==> src/rtl/pwm_trim_mask_pkg.sv <==
package pwm_trim_mask_pkg;

  typedef enum logic [1:0] {
    MODE_TRIM_Q  = 2'b00,
    MODE_TRIM_QN = 2'b01,
    MODE_PASS_A  = 2'b10,
    MODE_PASS_B  = 2'b11
  } mask_mode_t;

  // Input vector positions inside the synchronizer bus
  localparam int unsigned BIT_RAW = 0;
  localparam int unsigned BIT_R   = 1;
  localparam int unsigned BIT_S   = 2;
  localparam int unsigned BIT_Q   = 3;
  localparam int unsigned BIT_QN  = 4;
  localparam int unsigned BIT_SEL = 5;
  localparam int unsigned IN_BITS = 7;

  function automatic logic mode_is_pass(input mask_mode_t m);
    return (m == MODE_PASS_A) || (m == MODE_PASS_B);
  endfunction

  function automatic logic pick_guard(input mask_mode_t m, input logic q, input logic qn);
    return (m == MODE_TRIM_QN) ? qn : q;
  endfunction

  function automatic logic pick_cutoff(input mask_mode_t m, input logic r, input logic s);
    return (m == MODE_TRIM_QN) ? s : r;
  endfunction

  // Guard forces high; otherwise the level may only hold or fall
  function automatic logic trim_next(input logic guard, input logic cutoff,
                                     input logic raw, input logic prev);
    logic nxt;
    if (guard)        nxt = 1'b1;
    else if (!cutoff) nxt = 1'b0;
    else              nxt = prev & raw;
    return nxt;
  endfunction

endpackage

==> src/rtl/pwm_mask_sync.sv <==
module pwm_mask_sync #(
  parameter int unsigned WIDTH  = 7,
  parameter int unsigned STAGES = 2
) (
  input  logic             clk,
  input  logic             rst_n,
  input  logic [WIDTH-1:0] d,
  output logic [WIDTH-1:0] q
);

  logic [STAGES-1:0][WIDTH-1:0] stg;

  always_ff @(posedge clk or negedge rst_n) begin
    if (!rst_n) begin
      stg <= '0;
    end else begin
      stg[0] <= d;
      for (int i = 1; i < STAGES; i++) stg[i] <= stg[i-1];
    end
  end

  assign q = stg[STAGES-1];

endmodule

==> src/rtl/pwm_mask_mode.sv <==
module pwm_mask_mode
  import pwm_trim_mask_pkg::*;
(
  input  logic       clk,
  input  logic       rst_n,
  input  logic       q_s,
  input  logic [1:0] sel_s,
  output mask_mode_t mode_eff,
  output logic       frame_edge
);

  logic       q_d;
  mask_mode_t act_mode;

  assign frame_edge = q_s & ~q_d;
  assign mode_eff   = frame_edge ? mask_mode_t'(sel_s) : act_mode;

  always_ff @(posedge clk or negedge rst_n) begin
    if (!rst_n) begin
      q_d      <= 1'b0;
      act_mode <= MODE_TRIM_Q;
    end else begin
      q_d      <= q_s;
      act_mode <= mode_eff;
    end
  end


  mode_hold_chk: assert property (@(posedge clk) disable iff (!rst_n)
    (mode_eff != $past(mode_eff)) |-> frame_edge);

endmodule

==> src/rtl/pwm_mask_trim.sv <==
module pwm_mask_trim
  import pwm_trim_mask_pkg::*;
(
  input  logic       clk,
  input  logic       rst_n,
  input  mask_mode_t mode,
  input  logic       raw_s,
  input  logic       r_s,
  input  logic       s_s,
  input  logic       q_s,
  input  logic       qn_s,
  output logic       pwm_out
);

  logic guard_win;
  logic cutoff_win;
  logic pass_mode;
  logic out_next;

  assign pass_mode  = mode_is_pass(mode);
  assign guard_win  = pick_guard(mode, q_s, qn_s);
  assign cutoff_win = pick_cutoff(mode, r_s, s_s);
  assign out_next   = pass_mode ? raw_s : trim_next(guard_win, cutoff_win, raw_s, pwm_out);

  always_ff @(posedge clk or negedge rst_n) begin
    if (!rst_n) pwm_out <= 1'b0;
    else        pwm_out <= out_next;
  end


  guard_high_chk: assert property (@(posedge clk) disable iff (!rst_n)
    (!pass_mode && guard_win) |=> pwm_out);


  cutoff_low_chk: assert property (@(posedge clk) disable iff (!rst_n)
    (!pass_mode && !guard_win && !cutoff_win) |=> !pwm_out);


  no_late_rise_chk: assert property (@(posedge clk) disable iff (!rst_n)
    (!pass_mode && !guard_win && !pwm_out) |=> !pwm_out);


  bypass_copy_chk: assert property (@(posedge clk) disable iff (!rst_n)
    pass_mode |=> (pwm_out == $past(raw_s)));

endmodule

==> src/rtl/pwm_trim_mask.sv <==
module pwm_trim_mask
  import pwm_trim_mask_pkg::*;
#(
  parameter int unsigned SYNC_STAGES = 2
) (
  input  logic       clk,
  input  logic       rst_n,
  input  logic       pwm_raw,
  input  logic       win_r,
  input  logic       win_s,
  input  logic       win_q,
  input  logic       win_qn,
  input  logic [1:0] mode_sel,
  output logic       pwm_out
);

  localparam int unsigned LATENCY = SYNC_STAGES + 1;

  logic [IN_BITS-1:0] in_vec;
  logic [IN_BITS-1:0] in_sync;
  mask_mode_t         mode_eff;
  logic               frame_edge;

  assign in_vec = {mode_sel, win_qn, win_q, win_s, win_r, pwm_raw};

  pwm_mask_sync #(.WIDTH(IN_BITS), .STAGES(SYNC_STAGES)) sync_i (
    .clk   (clk),
    .rst_n (rst_n),
    .d     (in_vec),
    .q     (in_sync)
  );

  pwm_mask_mode mode_i (
    .clk        (clk),
    .rst_n      (rst_n),
    .q_s        (in_sync[BIT_Q]),
    .sel_s      (in_sync[BIT_SEL +: 2]),
    .mode_eff   (mode_eff),
    .frame_edge (frame_edge)
  );

  pwm_mask_trim trim_i (
    .clk     (clk),
    .rst_n   (rst_n),
    .mode    (mode_eff),
    .raw_s   (in_sync[BIT_RAW]),
    .r_s     (in_sync[BIT_R]),
    .s_s     (in_sync[BIT_S]),
    .q_s     (in_sync[BIT_Q]),
    .qn_s    (in_sync[BIT_QN]),
    .pwm_out (pwm_out)
  );

  initial begin

    latency_param_chk: assert (LATENCY >= 3);
  end


  edge_start_chk: assert property (@(posedge clk) disable iff (!rst_n)
    frame_edge |=> !frame_edge);

endmodule

==> config.mk <==
export PLATFORM = sky130hd
export DESIGN_NAME = pwm_trim_mask
export DESIGN_NICKNAME = d
export VERILOG_FILES = /design/src/rtl/pwm_trim_mask_pkg.sv /design/src/rtl/pwm_mask_sync.sv /design/src/rtl/pwm_mask_mode.sv /design/src/rtl/pwm_mask_trim.sv /design/src/rtl/pwm_trim_mask.sv
export SDC_FILE = /design/constraint.sdc
export NUM_CORES = 1
export LEC_CHECK = 0
export ABC_AREA = 0
export ABC_CLOCK_PERIOD_IN_PS = 1720
export BUFFER_PORTS_ARGS = -buffer_cell sky130_fd_sc_hd__buf_2
export CAP_MARGIN = 20
export CORE_MARGIN = 5
export CORE_UTILIZATION = 30
export CTS_CLUSTER_DIAMETER = 50
export CTS_CLUSTER_SIZE = 10
export DETAILED_ROUTE_END_ITERATION = 10
export GPL_TIMING_DRIVEN = 0
export SYNTH_ARGS = -nofsm -noshare
export SYNTH_HDL_FRONTEND = slang
export SYNTH_SLANG_ARGS = --single-unit
==> constraint.sdc <==
create_clock -name clk -period 1.72 [get_ports clk]
set_clock_uncertainty 0.15 [all_clocks]
set_input_delay 0.172 -clock clk [delete_from_list [all_inputs] [get_ports clk]]
set_output_delay 0.172 -clock clk [all_outputs]
set_load 0.02 [all_outputs]
After elaboration in Yosys (flattened, before gate mapping):

Cells that the tools add are included.

* equality and inequality tests: 3
* muxes and demuxes: 6
* bitwise operators: 3
* reduce and logical (&&, ||, !) cells: 1

Operators with widths (number)
* two-way mux 1 bit: 5
* == test 2 bit (second input constant): 2
* bitwise AND 1 bit: 2
* == test 2 x 1 -> 1 bit (second input constant): 1
* two-way mux 2 bit: 1
* logical OR 1 bit: 1
* NOT 1 bit: 1

* register bits: 18
* input bits: 9
* output and inout bits: 1
* word-level logic and storage cells: 18

Longest topological paths before layout:

* word-level depth: 8
* gate-level depth with buffers: 4
* gate-level depth less buffers: 4

Cells and area by module:

From an unflattened synthesis, not the netlist that was laid out.

* cell total of the unflattened synthesis: 34
* area, all modules: 598.1 um^2

By module, submodules not included
* pwm_mask_sync: times used 1, cells an instance 21, area an instance 402.9 um^2, seq. area each 350.3 um^2
* pwm_mask_mode: times used 1, cells an instance 7, area an instance 122.6 um^2, seq. area each 75.1 um^2
* pwm_mask_trim: times used 1, cells an instance 6, area an instance 72.6 um^2, seq. area each 25.0 um^2

Worst setup path before layout:

Ideal clock, no wire load.

* path type: register to register
* start point: register mode_i.q_d
* end point: register trim_i.pwm_out
* library setup time: 0.064 ns
* arrival time: 1.071 ns
* required time: 1.506 ns
* path slack: 0.435 ns
* cell stages (with the launch flop): 5
* path buffers: 0
* clock period less this slack: 1.285 ns
* cells stage by stage: dfrtp_1 > nor2b_4 > mux2_4 > a211oi_2 > a21o_1

* word-level cells in the longest chain between the ends: 8
* elaborated cells on any way between the ends: 12
* classes of those cells: eq/ne (3); mux (6); bitwise (2); reduce/logical (1)

Ends and longest elaborated chain
* start, declared: RTL line pwm_mask_mode.sv:12 `logic q_d;`
* start signal, assigned: RTL line pwm_mask_mode.sv:23 `q_d <= q_s;`
* NOT 1 bit *: RTL line pwm_mask_mode.sv:15 `assign frame_edge = q_s & ~q_d;`
* bitwise AND 1 bit *: RTL line pwm_mask_mode.sv:15
* two-way mux 2 bit *: RTL line pwm_mask_mode.sv:16 `assign mode_eff = frame_edge ? mask_mode_t'(sel_s) : act_mode;`
* net mode_eff[0]: RTL line pwm_trim_mask.sv:21 `mask_mode_t mode_eff;`
* == test 2 x 1 -> 1 bit: RTL line pwm_trim_mask_pkg.sv:24, pwm_trim_mask_pkg.sv:28
* two-way mux 1 bit: RTL line pwm_trim_mask_pkg.sv:28 `return (m == MODE_TRIM_QN) ? s : r;`
* two-way mux 1 bit: RTL line pwm_trim_mask_pkg.sv:36 `else if (!cutoff) nxt = 1'b0;`
* two-way mux 1 bit: RTL line pwm_trim_mask_pkg.sv:35 `if (guard) nxt = 1'b1;`
* two-way mux 1 bit *: RTL line pwm_mask_trim.sv:23 `assign out_next = pass_mode ? raw_s : trim_next(guard_win, cutoff_win, raw_s, pwm_out);`
* net trim_i.out_next: RTL line pwm_mask_trim.sv:18 `logic out_next;`
* end signal, assigned: RTL line pwm_mask_trim.sv:27 `else pwm_out <= out_next;`
* end, declared: RTL line pwm_mask_trim.sv:12 `output logic pwm_out`

The timed path passes the listed nets; every way through them passes the cells marked *.

Final worst setup path:

* start point: register sync_i.stg, in the netlist sync_i.q[3]
* end point: register trim_i.pwm_out

* word-level cells in the longest chain between the ends: 7
* elaborated cells on any way between the ends: 11
* classes of those cells: eq/ne (3); mux (6); bitwise (1); reduce/logical (1)

Ends and longest elaborated chain
* start, declared: RTL line pwm_mask_sync.sv:11 `logic [STAGES-1:0][WIDTH-1:0] stg;`
* bitwise AND 1 bit *: RTL line pwm_mask_mode.sv:15
* two-way mux 2 bit *: RTL line pwm_mask_mode.sv:16
* net mode_eff[0]: RTL line pwm_trim_mask.sv:21
* == test 2 x 1 -> 1 bit: RTL line pwm_trim_mask_pkg.sv:24, pwm_trim_mask_pkg.sv:28
* two-way mux 1 bit: RTL line pwm_trim_mask_pkg.sv:28
* two-way mux 1 bit: RTL line pwm_trim_mask_pkg.sv:36
* two-way mux 1 bit: RTL line pwm_trim_mask_pkg.sv:35
* two-way mux 1 bit *: RTL line pwm_mask_trim.sv:23
* net trim_i.out_next: RTL line pwm_mask_trim.sv:18

Marks and branches as above.

==> results.md <==
| Metric | This run |
|---|---|
| Status | complete, no violations |
| Number of instances resized during post-cts repair | 0 |
| Fmax | 0.728 GHz |
| First-pass GRT wire length | 1150 um |
| Crit. End Element | flip-flop |
| Post-DRT Antenna Nets | 0 |
| Area of the mapped netlist | 529 sq um |
| Quantity of I/O buffers inserted on ports | 9 |
| Number of antenna violations at the first check in global routing | 0 |
| Kind of launch point of the worst setup path | flip-flop |
| Via total after detailed routing | 273 |
| Overall Global Routing Usage | 0.0608 |
| Detail-routed net length per standard cell | 9.39 um |
| # Max-Cap Violations | 0 |
| Cell Pwr Density | 1070 nW/um^2 |
| Buffer cell driving the clock tree root | clkbuf_4 |
| Post-route fraction of the period consumed by the critical path | 0.799 |
| Remaining max-slew budget at the tightest pin | 0.752 |
| Post-layout min period | 1.37 ns |
| Dpl cell area | 606 sq um |
| DRT Pass-1 Iters | 2 |
| Final antenna diode count | 0 |
| Filler Cells Inserted | 146 |
| Die extent in y | 52 um |
| Pin count of the biggest net entering global routing | 19 |
| Number of placement rows | 15 |
| Worst supply voltage drop on vdd | 0.559 mV |
| Setup repair after global routing missed its margin | false |
| Clock net sink count | 18 |
| Final instance area | 722 sq um |
| Number of global-route vias before repair | 291 |
| Final weighted congestion in routability-driven placement | 0.641 |
| Final Hold Viols | 0 |
| Startpoint of the most critical setup path | sync_i.q[3]$_DFF_PN0_ |
| Core Box Area | 1710 sq um |
| Data arrival time of the worst path | 1.45 ns |
| Largest fanout on the critical path | 3 |
| Worst reg2reg setup slack | 0.35 ns |
| Required arrival time at the worst endpoint | 1.79 ns |
| Initial core utilization | 0.310 |
| Die X-Extent | 52 um |
| Setup total negative slack | 0 ns |
| Final core occ | 0.423 |
| Vias per inst | 3.85 |
| Bufs on Longest Clock Path | 2 |
| Top library cells by usage in the layout, fill and taps aside | dfrtp_1 (18), buf_2 (9), dlygate4sd3_1 (8), clkbuf_4 (3), mux2_4 (2) |
| Area Overhead vs Synth | 36.4% |
| Yosys Warn Count | 0 |
| Final routed DRC violation total | 0 |
| Final #Nets | 56 |
| Hold Path Class | in2async |
| Clock input transition at the sequential cells of the worst setup and hold paths | 0.09 ns |
| Actual slew at the worst max-slew pin | 0.372 ns |
| Launch instance of the worst register-to-register path | sync_i.q[3]$_DFF_PN0_ |
| Distinct cells, synth | 7 |
| Number of top-level pins | 10 |
| Sequential-to-total area share from yosys stat | 0.851 |
| Routed WL | 667 um |
| H-tree depth | 1 |
| Number of hold-repair buffers added at the cts stage | 8 |
| Leakage power figure | 0.000334 uW |
| Synthesized area per cell | 21.2 sq um |
| Clock tree from TritonCTS | done |
| Layout cells sized above 1 | 0.370 |
| Num CTS Buffers | 3 |
| Die Area | 2700 sq um |
| Most common cell after layout, fill and taps aside | dfrtp_1 |
| Post-CTS Repair Setup Buffers | 0 |
| Iteration-0 DRC Markers | 2 |
| Startpoint-to-endpoint class of the critical path | reg2reg |
| Final Max Slew Viols | 0 |
| Final Setup Violations | 0 |
| Number of synthesized register bits | 18 |
| Synthesized Nets | 34 |
| Total grt overflow | 0 |
| Instance count of the mapped netlist | 25 |
| Clock latency on the worst-skew pair | 0.28 ns |
==> path summary, 6_finish.rpt <==
kind                                                end  cells after the start
min in group clk                  sync_i.q[2]$_DFF_PN0_                      0
setup reg to reg               trim_i.pwm_out$_DFF_PN0_                      4
hold reg to reg                   sync_i.q[2]$_DFF_PN0_                      0
setup / recovery               trim_i.pwm_out$_DFF_PN0_                      4
hold / removal             mode_i.act_mode[0]$_DFF_PN0_                      2
max in group asynchronous         sync_i.q[1]$_DFF_PN0_                      2
==> synthesized netlist by cell type, drive strengths merged <==
cell    number  area share
a21o         1       0.014
mux2         2       0.057
a311oi       1       0.017
dfrtp       18        0.85
a211oi       1       0.024
nor2b        1       0.026
a31oi        1       0.012
==> cell families (layout without fill, tap and decap cells) <==
| group | after synthesis | after routing | share of synthesized area |
|---|---|---|---|
| buffers and inverters | 0 | 21 | 0 |
| flip-flops | 18 | 18 | 0.851 |
| AND/OR/NAND/NOR | 1 | 1 | 0.0260 |
| multiplexers | 2 | 2 | 0.0567 |
| AO/OA/AOI/OAI | 4 | 4 | 0.0662 |
==> registers in the layout, summed over array words and instances, names as in the netlist <==
register,cells
sync_i.q,7
sync_i.stg,7
mode_i.act_mode,2
mode_i.q_d,1
trim_i.pwm_out,1
==> worst max-delay path, cell delays in order, from the launching register on <==
cell and delay, ns:
dfrtp_1 0.38, nor2b_4 0.18, mux2_4 0.32, a211oi_2 0.19, a21o_1 0.10
==> per-stage QoR <==
stage | setup WS, ns | hold WS (ns) | instances | total power, uW
floorplan | 0.435 | -0.274 | 25 | 504
global placement | 0.407 | -0.0496 | 59 | 528
detailed placement | 0.346 | -0.0345 | 59 | 532
CTS | 0.322 | 0.196 | 71 | 790
global route | 0.267 | 0.217 | 71 | 818
finish | 0.346 | 0.187 | 71 | 774
==> layout make-up <==
type	count	area (sq um)	share of cell area
Sequential cell	18	450	0.624
Timing Repair Buffer	17	125	0.173
Multi-Input combinational cell	7	78.8	0.109
Clock buffer	4	36.3	0.0503
Tap cell	25	31.3	0.0433
==> per-layer routing <==
| metal | vias to the layer above | global-route usage | wire (um) |
|---|---|---|---|
| met1 | 138 | 0.0659 | 279 |
| met4 | 0 | 0.0393 | 0 |
| li1 | 128 | - | - |
| met2 | 7 | 0.0941 | 336 |
| met3 | 0 | 0.0287 | 52 |
| met5 | - | 0 | 0 |
==> report_power, final <==
part | leakage [uW] | internal, uW | switching, uW | total (uW)
Sequential | 0.000210 | 452 | 12.6 | 465
Combinational | 0.000103 | 40.3 | 30.1 | 70.4
Clock | 0.0000210 | 129 | 110 | 238
Total | 0.000334 | 621 | 153 | 774
Note: power is estimated with default switching activity, not from simulation.
